## src/rtl/can_txcmd_pkg.sv

```systemverilog
package can_txcmd_pkg;
  // Command bit positions (the select field starts at SEL_LSB, one bit per buffer)
  localparam int BIT_SEND  = 0;
  localparam int BIT_ABORT = 1;
  localparam int BIT_REL   = 2;
  localparam int BIT_OVR   = 3;
  localparam int BIT_SELF  = 4;
  localparam int SEL_LSB   = 5;

  typedef struct packed {
    logic send;
    logic abort;
    logic rel;
    logic ovr;
    logic self;
  } cmd_flags_t;

  // Single-shot when a send request is combined with abort or self-reception
  function automatic logic mode_oneshot(input cmd_flags_t f);
    return f.send & (f.abort | f.self);
  endfunction

  // Self-reception unless send+abort forces plain single-shot
  function automatic logic mode_selfrx(input cmd_flags_t f);
    return f.self & ~(f.send & f.abort);
  endfunction

  function automatic logic is_queue(input cmd_flags_t f);
    return f.send | f.self;
  endfunction

  function automatic logic is_cancel(input cmd_flags_t f);
    return f.abort & ~f.send & ~f.self;
  endfunction
endpackage

```

## src/rtl/can_txcmd_decode.sv

```systemverilog
module can_txcmd_decode
  import can_txcmd_pkg::*;
#(
  parameter int NBUF  = 3,
  parameter int CMD_W = SEL_LSB + NBUF
) (
  input  logic             we,
  input  logic [CMD_W-1:0] wdata,
  output cmd_flags_t       flags,
  output logic [NBUF-1:0]  sel
);
  always_comb begin
    flags       = '0;
    sel         = '0;
    if (we) begin
      flags.send  = wdata[BIT_SEND];
      flags.abort = wdata[BIT_ABORT];
      flags.rel   = wdata[BIT_REL];
      flags.ovr   = wdata[BIT_OVR];
      flags.self  = wdata[BIT_SELF];
      sel         = wdata[SEL_LSB +: NBUF];
    end
  end
endmodule

```

## src/rtl/can_txcmd_arb.sv

```systemverilog
module can_txcmd_arb #(
  parameter int NBUF  = 3,
  parameter int IDX_W = (NBUF > 1) ? $clog2(NBUF) : 1
) (
  input  logic [NBUF-1:0]  req,
  output logic             any,
  output logic [IDX_W-1:0] idx
);
  // Lowest index wins: scan from the top so the last hit is the lowest
  always_comb begin
    any = |req;
    idx = '0;
    for (int i = NBUF - 1; i >= 0; i--) begin
      if (req[i]) idx = IDX_W'(i);
    end
  end
endmodule

```

## src/rtl/can_txcmd_bufs.sv

```systemverilog
module can_txcmd_bufs #(
  parameter int NBUF = 3
) (
  input  logic            clk,
  input  logic            rst_n,
  input  logic [NBUF-1:0] set_mask,
  input  logic [NBUF-1:0] clr_mask,
  input  logic            set_oneshot,
  input  logic            set_selfrx,
  output logic [NBUF-1:0] pend,
  output logic [NBUF-1:0] oneshot,
  output logic [NBUF-1:0] selfrx
);
  for (genvar g = 0; g < NBUF; g++) begin : g_buf
    always_ff @(posedge clk) begin
      if (!rst_n) begin
        pend[g]    <= 1'b0;
        oneshot[g] <= 1'b0;
        selfrx[g]  <= 1'b0;
      end else if (set_mask[g]) begin
        pend[g]    <= 1'b1;
        oneshot[g] <= set_oneshot;
        selfrx[g]  <= set_selfrx;
      end else if (clr_mask[g]) begin
        pend[g]    <= 1'b0;
      end
    end
  end
endmodule

```

## src/rtl/can_txcmd_seq.sv

```systemverilog
module can_txcmd_seq
  import can_txcmd_pkg::*;
#(
  parameter int NBUF  = 3,
  parameter int CMD_W = SEL_LSB + NBUF,
  parameter int IDX_W = (NBUF > 1) ? $clog2(NBUF) : 1
) (
  input  logic             clk,
  input  logic             rst_n,
  input  logic             cmd_we,
  input  logic [CMD_W-1:0] cmd_wdata,
  output logic [CMD_W-1:0] cmd_rdata,
  output logic             tx_go,
  output logic [IDX_W-1:0] tx_idx,
  output logic             tx_busy,
  output logic             tx_oneshot,
  output logic             tx_selfrx,
  input  logic             tx_done,
  input  logic             tx_err,
  input  logic             tx_arb_lost,
  output logic [NBUF-1:0]  buf_done,
  output logic             rx_release,
  output logic             ovr_clear
);
  cmd_flags_t       flags;
  logic [NBUF-1:0]  sel;
  logic [NBUF-1:0]  pend, os_vec, sr_vec;
  logic             grant_any;
  logic [IDX_W-1:0] grant_idx;

  // Named internal events
  logic             grant_fire;
  logic             result_fire;
  logic             result_drop;
  logic [NBUF-1:0]  owned_mask;
  logic [NBUF-1:0]  protect_mask;
  logic [NBUF-1:0]  wr_set, wr_clr, res_clr;

  logic             busy_q;
  logic [IDX_W-1:0] owner_q;
  logic             go_q, rel_q, ovr_q;
  logic [NBUF-1:0]  done_q;

  can_txcmd_decode #(.NBUF(NBUF), .CMD_W(CMD_W)) dec_i (
    .we(cmd_we), .wdata(cmd_wdata), .flags(flags), .sel(sel)
  );

  can_txcmd_arb #(.NBUF(NBUF), .IDX_W(IDX_W)) arb_i (
    .req(pend), .any(grant_any), .idx(grant_idx)
  );

  function automatic logic [NBUF-1:0] onehot_of(input logic [IDX_W-1:0] i);
    return NBUF'(1) << i;
  endfunction

  always_comb begin
    grant_fire   = !busy_q && grant_any;
    result_fire  = busy_q && (tx_done || tx_err || tx_arb_lost);
    result_drop  = result_fire && (tx_done || os_vec[owner_q]);
    owned_mask   = busy_q ? onehot_of(owner_q) : '0;
    protect_mask = owned_mask | (grant_fire ? onehot_of(grant_idx) : '0);
    wr_set       = is_queue(flags)  ? (sel & ~protect_mask) : '0;
    wr_clr       = is_cancel(flags) ? (sel & ~protect_mask) : '0;
    res_clr      = result_drop ? onehot_of(owner_q) : '0;
  end

  can_txcmd_bufs #(.NBUF(NBUF)) bufs_i (
    .clk(clk), .rst_n(rst_n),
    .set_mask(wr_set), .clr_mask(wr_clr | res_clr),
    .set_oneshot(mode_oneshot(flags)), .set_selfrx(mode_selfrx(flags)),
    .pend(pend), .oneshot(os_vec), .selfrx(sr_vec)
  );

  always_ff @(posedge clk) begin
    if (!rst_n) begin
      busy_q  <= 1'b0;
      owner_q <= '0;
      go_q    <= 1'b0;
      done_q  <= '0;
      rel_q   <= 1'b0;
      ovr_q   <= 1'b0;
    end else begin
      go_q   <= grant_fire;
      done_q <= (result_fire && tx_done) ? onehot_of(owner_q) : '0;
      rel_q  <= flags.rel;
      ovr_q  <= flags.ovr;
      if (grant_fire) begin
        busy_q  <= 1'b1;
        owner_q <= grant_idx;
      end else if (result_fire) begin
        busy_q  <= 1'b0;
      end
    end
  end

  assign cmd_rdata  = '0;
  assign tx_go      = go_q;
  assign tx_idx     = owner_q;
  assign tx_busy    = busy_q;
  assign tx_oneshot = busy_q & os_vec[owner_q];
  assign tx_selfrx  = busy_q & sr_vec[owner_q];
  assign buf_done   = done_q;
  assign rx_release = rel_q;
  assign ovr_clear  = ovr_q;
endmodule

```

## config.mk

```make
export PLATFORM = sky130hd
export DESIGN_NAME = can_txcmd_seq
export DESIGN_NICKNAME = d
export VERILOG_FILES = /design/src/rtl/can_txcmd_pkg.sv /design/src/rtl/can_txcmd_decode.sv /design/src/rtl/can_txcmd_arb.sv /design/src/rtl/can_txcmd_bufs.sv /design/src/rtl/can_txcmd_seq.sv
export SDC_FILE = /design/constraint.sdc
export NUM_CORES = 1
export LEC_CHECK = 0
export ABC_AREA = 1
export BUFFER_PORTS_ARGS = -buffer_cell sky130_fd_sc_hd__buf_2
export CORE_UTILIZATION = 44
export CTS_CLUSTER_SIZE = 40
export DETAILED_ROUTE_END_ITERATION = 10
export PLACE_DENSITY = 0.77
export SLEW_MARGIN = 20
export SYNTH_ARGS = -nofsm -noshare
export SYNTH_HDL_FRONTEND = slang
export SYNTH_HIERARCHICAL = 1
export SYNTH_SLANG_ARGS = --single-unit
```

## constraint.sdc

```tcl
create_clock -name clk -period 1.4 [get_ports clk]
set_clock_uncertainty 0.1 [all_clocks]
set_input_delay 0.28 -clock clk [delete_from_list [all_inputs] [get_ports clk]]
set_output_delay 0.28 -clock clk [all_outputs]
set_load 0.02 [all_outputs]
```

==> summary.md <==
| Metric | Value |
|---|---|
| Vias in the first global route | approximately 1,000 |
| Final HPWL DP | roughly 1800 um |
| Top post-synthesis cells by area | dfxtp_1, nand2_1, inv_1, nor2_1, buf_4 |
| H-tree Lvls | 1 |
| PD cells | around 870 nW/um^2 |
| Synth cell count leaders | nand2_1, inv_1, nor2_1 |
| Cell with the most instances after synthesis | nand2_1 |
| CP max stage delay | about 420 ps |
| RSZ-0062 raised after global routing | yes |
| Peak supply drop | 0.703 mV |
| All-layer global routing usage | between 20% and 30% |
| DRC viols | 0 |
| Leak | about 0.75 nW |
| CTS buffer count | 3 |
| Clk slew on worst S/H paths | about 100 ps |
| Crit-path max FO | 5 |
| Classification of the worst setup path | reg -> out |
| Via count | about 1,100 |
| Antenna cells | 0 |
| Post-synth ARST share | 0% |
| Final Util | 72.0% |
| Worst skew pair latency | around 300 ps |
| Crit-path leading delay family | flip-flops |
| Post-synth top area share | 36.7% |
| Gp weighted congestion | around 0.84 |
| Num ports | 33 |
| Die Y | 49.2 um |
| Drt pass-1 iters | 5 |
| Slowest CP cell | dfxtp_4 |
| Setup ws final | -270 ps |
| Max Cap Viol | 0 |
| # port buffers | 24 |
| Crit end category | primary output |
| Failing checks | setup timing |
| Synth Area per Inst | 6.37 um^2 |
| Syn-to-layout area delta | 48.5% |
| Worst Path Required | approximately 1000 ps |
| CP bufs+invs | 2 |
| DR iter-0 viols | 37 |
| First-pass GRT wire length | about 3900 um |
| Gr ovfl total | 0 |
| Final wirelength | ~2800 um |
| Clock Tree Buf Depth | 2 |
| Largest net degree at the start of global routing | 12 |
| Seq/Total Area, Yosys | between 30% and 40% |
| Yosys cell types | 19 |
| Fin crit share | 119% |
| Core area | slightly above 2000 um^2 |
| Synth area leader | dfxtp_1 |
| Initial antenna violation count | 0 |
| Synth Instances | ~150 |
| Vias per Instance | between 4 and 5 |
| Seq cells post-synth | 18 |
| Startpoint Class | flip-flop |
| Share of post-route cells with drive strength above 1 | approximately half |
| CTS tree | built |
| Die Area | approximately 2400 um^2 |
| Wire per inst | 12.5 um |
| Root buffer cell | clkbuf_4 |
| Status | complete, but fails checks |
| # setup viols final | 12 |
| Rows | 16 |
| Final hold viol count | 0 |
| CP Cell Sequence | inv_4, nor2_4, nand2_2, a31oi_2, buf_4 |
| CP arrival | ~1300 ps |
| EDFF count, synth | 0 |
| Initial Utilization | about half |
| Final Slew Violations | 0 |
| Hold crit path type | in -> reg |
| Synth warn | 6 |
| Die X | just under 50 um |
| Dpl ws | -107 ps |
| Total Power | ~1.3 mW |
| Final net count | around 210 |
| Max Freq | 0.599 GHz |
| CTS sink count | 18 |
| Post-route ant nets | 0 |
| Post-Syn Area | roughly 1000 um^2 |
| Most used DFF post-synth | dfxtp_1 |
| Tmin final | between 1500 and 2000 ps |
path summary, 6_finish.rpt:
kind,from,endpoint,slack (ps),depth (start not counted)
max,tx_idx[0],tx_selfrx,-270,5
min,cmd_wdata[2],rx_release,140,5
max reg2reg,tx_idx[1],bufs_i/pend[1],-190,11
min reg2reg,bufs_i/pend[2],bufs_i/pend[2],380,2
routing by layer:
| metal | vias up | global-route usage (%) | part of all wire [%] | wire [um] |
|---|---|---|---|---|
| li1 | 545 | - | - | - |
| met1 | 501 | 20.2 | 36 | 1030 |
| met2 | 47 | 39.5 | 54 | 1520 |
| met3 | 18 | 7.48 | 5.2 | 147 |
| met4 | 0 | 11.3 | 4.3 | 121 |
| met5 | - | 0 | 0 | 0 |
worst register-to-register path, cell delays in order, from the launching register on:
cell,delay [ps]
dfxtp_4,420
inv_4,60
nor2_4,140
nand2_2,90
buf_4,140
buf_4,130
nand3_2,100
nand3_1,80
nand2_1,80
inv_1,40
nand2_1,50
a21oi_1,60
area by class of cell:
cell class                 instances  area, um^2
fill                             169         566
inverter                          31         124
tap                               27        33.8
sequential                        18         375
clock buffer                       4        36.3
timing repair buffer              43         289
multi-input combinational        103         598
repair_timing:
action / CTS / global route
setup endpoints to repair: 10 / 12
gates resized for setup: 19 / 37
buffers inserted: 4 / 7
pin swaps: 8 / 15
hold buffers: 0 / 0
layout by cell type (no fill, tap or decap), drive strengths merged:
cell	Yosys	layout
conb	1	8
inv	31	31
nand2	37	37
clkbuf	0	4
buf	9	43
nand3	9	9
a211oi	1	1
a31oi	1	1
nor3	4	4
nor2	27	27
nand4	3	3
o21ai	6	6
a21oi	7	7
dfxtp	18	18
flip-flops by register name, summed over array words and instances, names as in the netlist:
register        flops
buf_done            3
bufs_i/oneshot      3
bufs_i/pend         3
bufs_i/selfrx       3
ovr_clear           1
rx_release          1
tx_busy             1
tx_go               1
tx_idx              2
metrics by stage:
step / std cells / hold slack, ps / setup TNS [ps] / cell area, um^2
detailed placement: 211 / 386 / -368 / 1170
global route: 226 / 166 / -2140 / 1460
floorplan: 161 / 273 / 0 / 1020
finish: 226 / 136 / -1280 / 1460
global placement: 211 / 378 / -94.2 / 1170
CTS: 219 / 140 / -553 / 1270
report_power, final:
group | switching (mW) | internal (mW)
clock | 0.160 | 0.159
sequential | 0.0298 | 0.540
combinational | 0.215 | 0.161
kinds of logic (layout without fill, tap and decap cells):
kind of cell / Yosys count / in the layout / synth area share (%)
simple gates: 80 / 80 / 36.4
buf+inv: 40 / 78 / 18.5
flops: 18 / 18 / 36.7
compound gates: 15 / 15 / 8.04
other cells: 1 / 8 / 0.382
No activity file was read; power rests on OpenSTA's default activity.
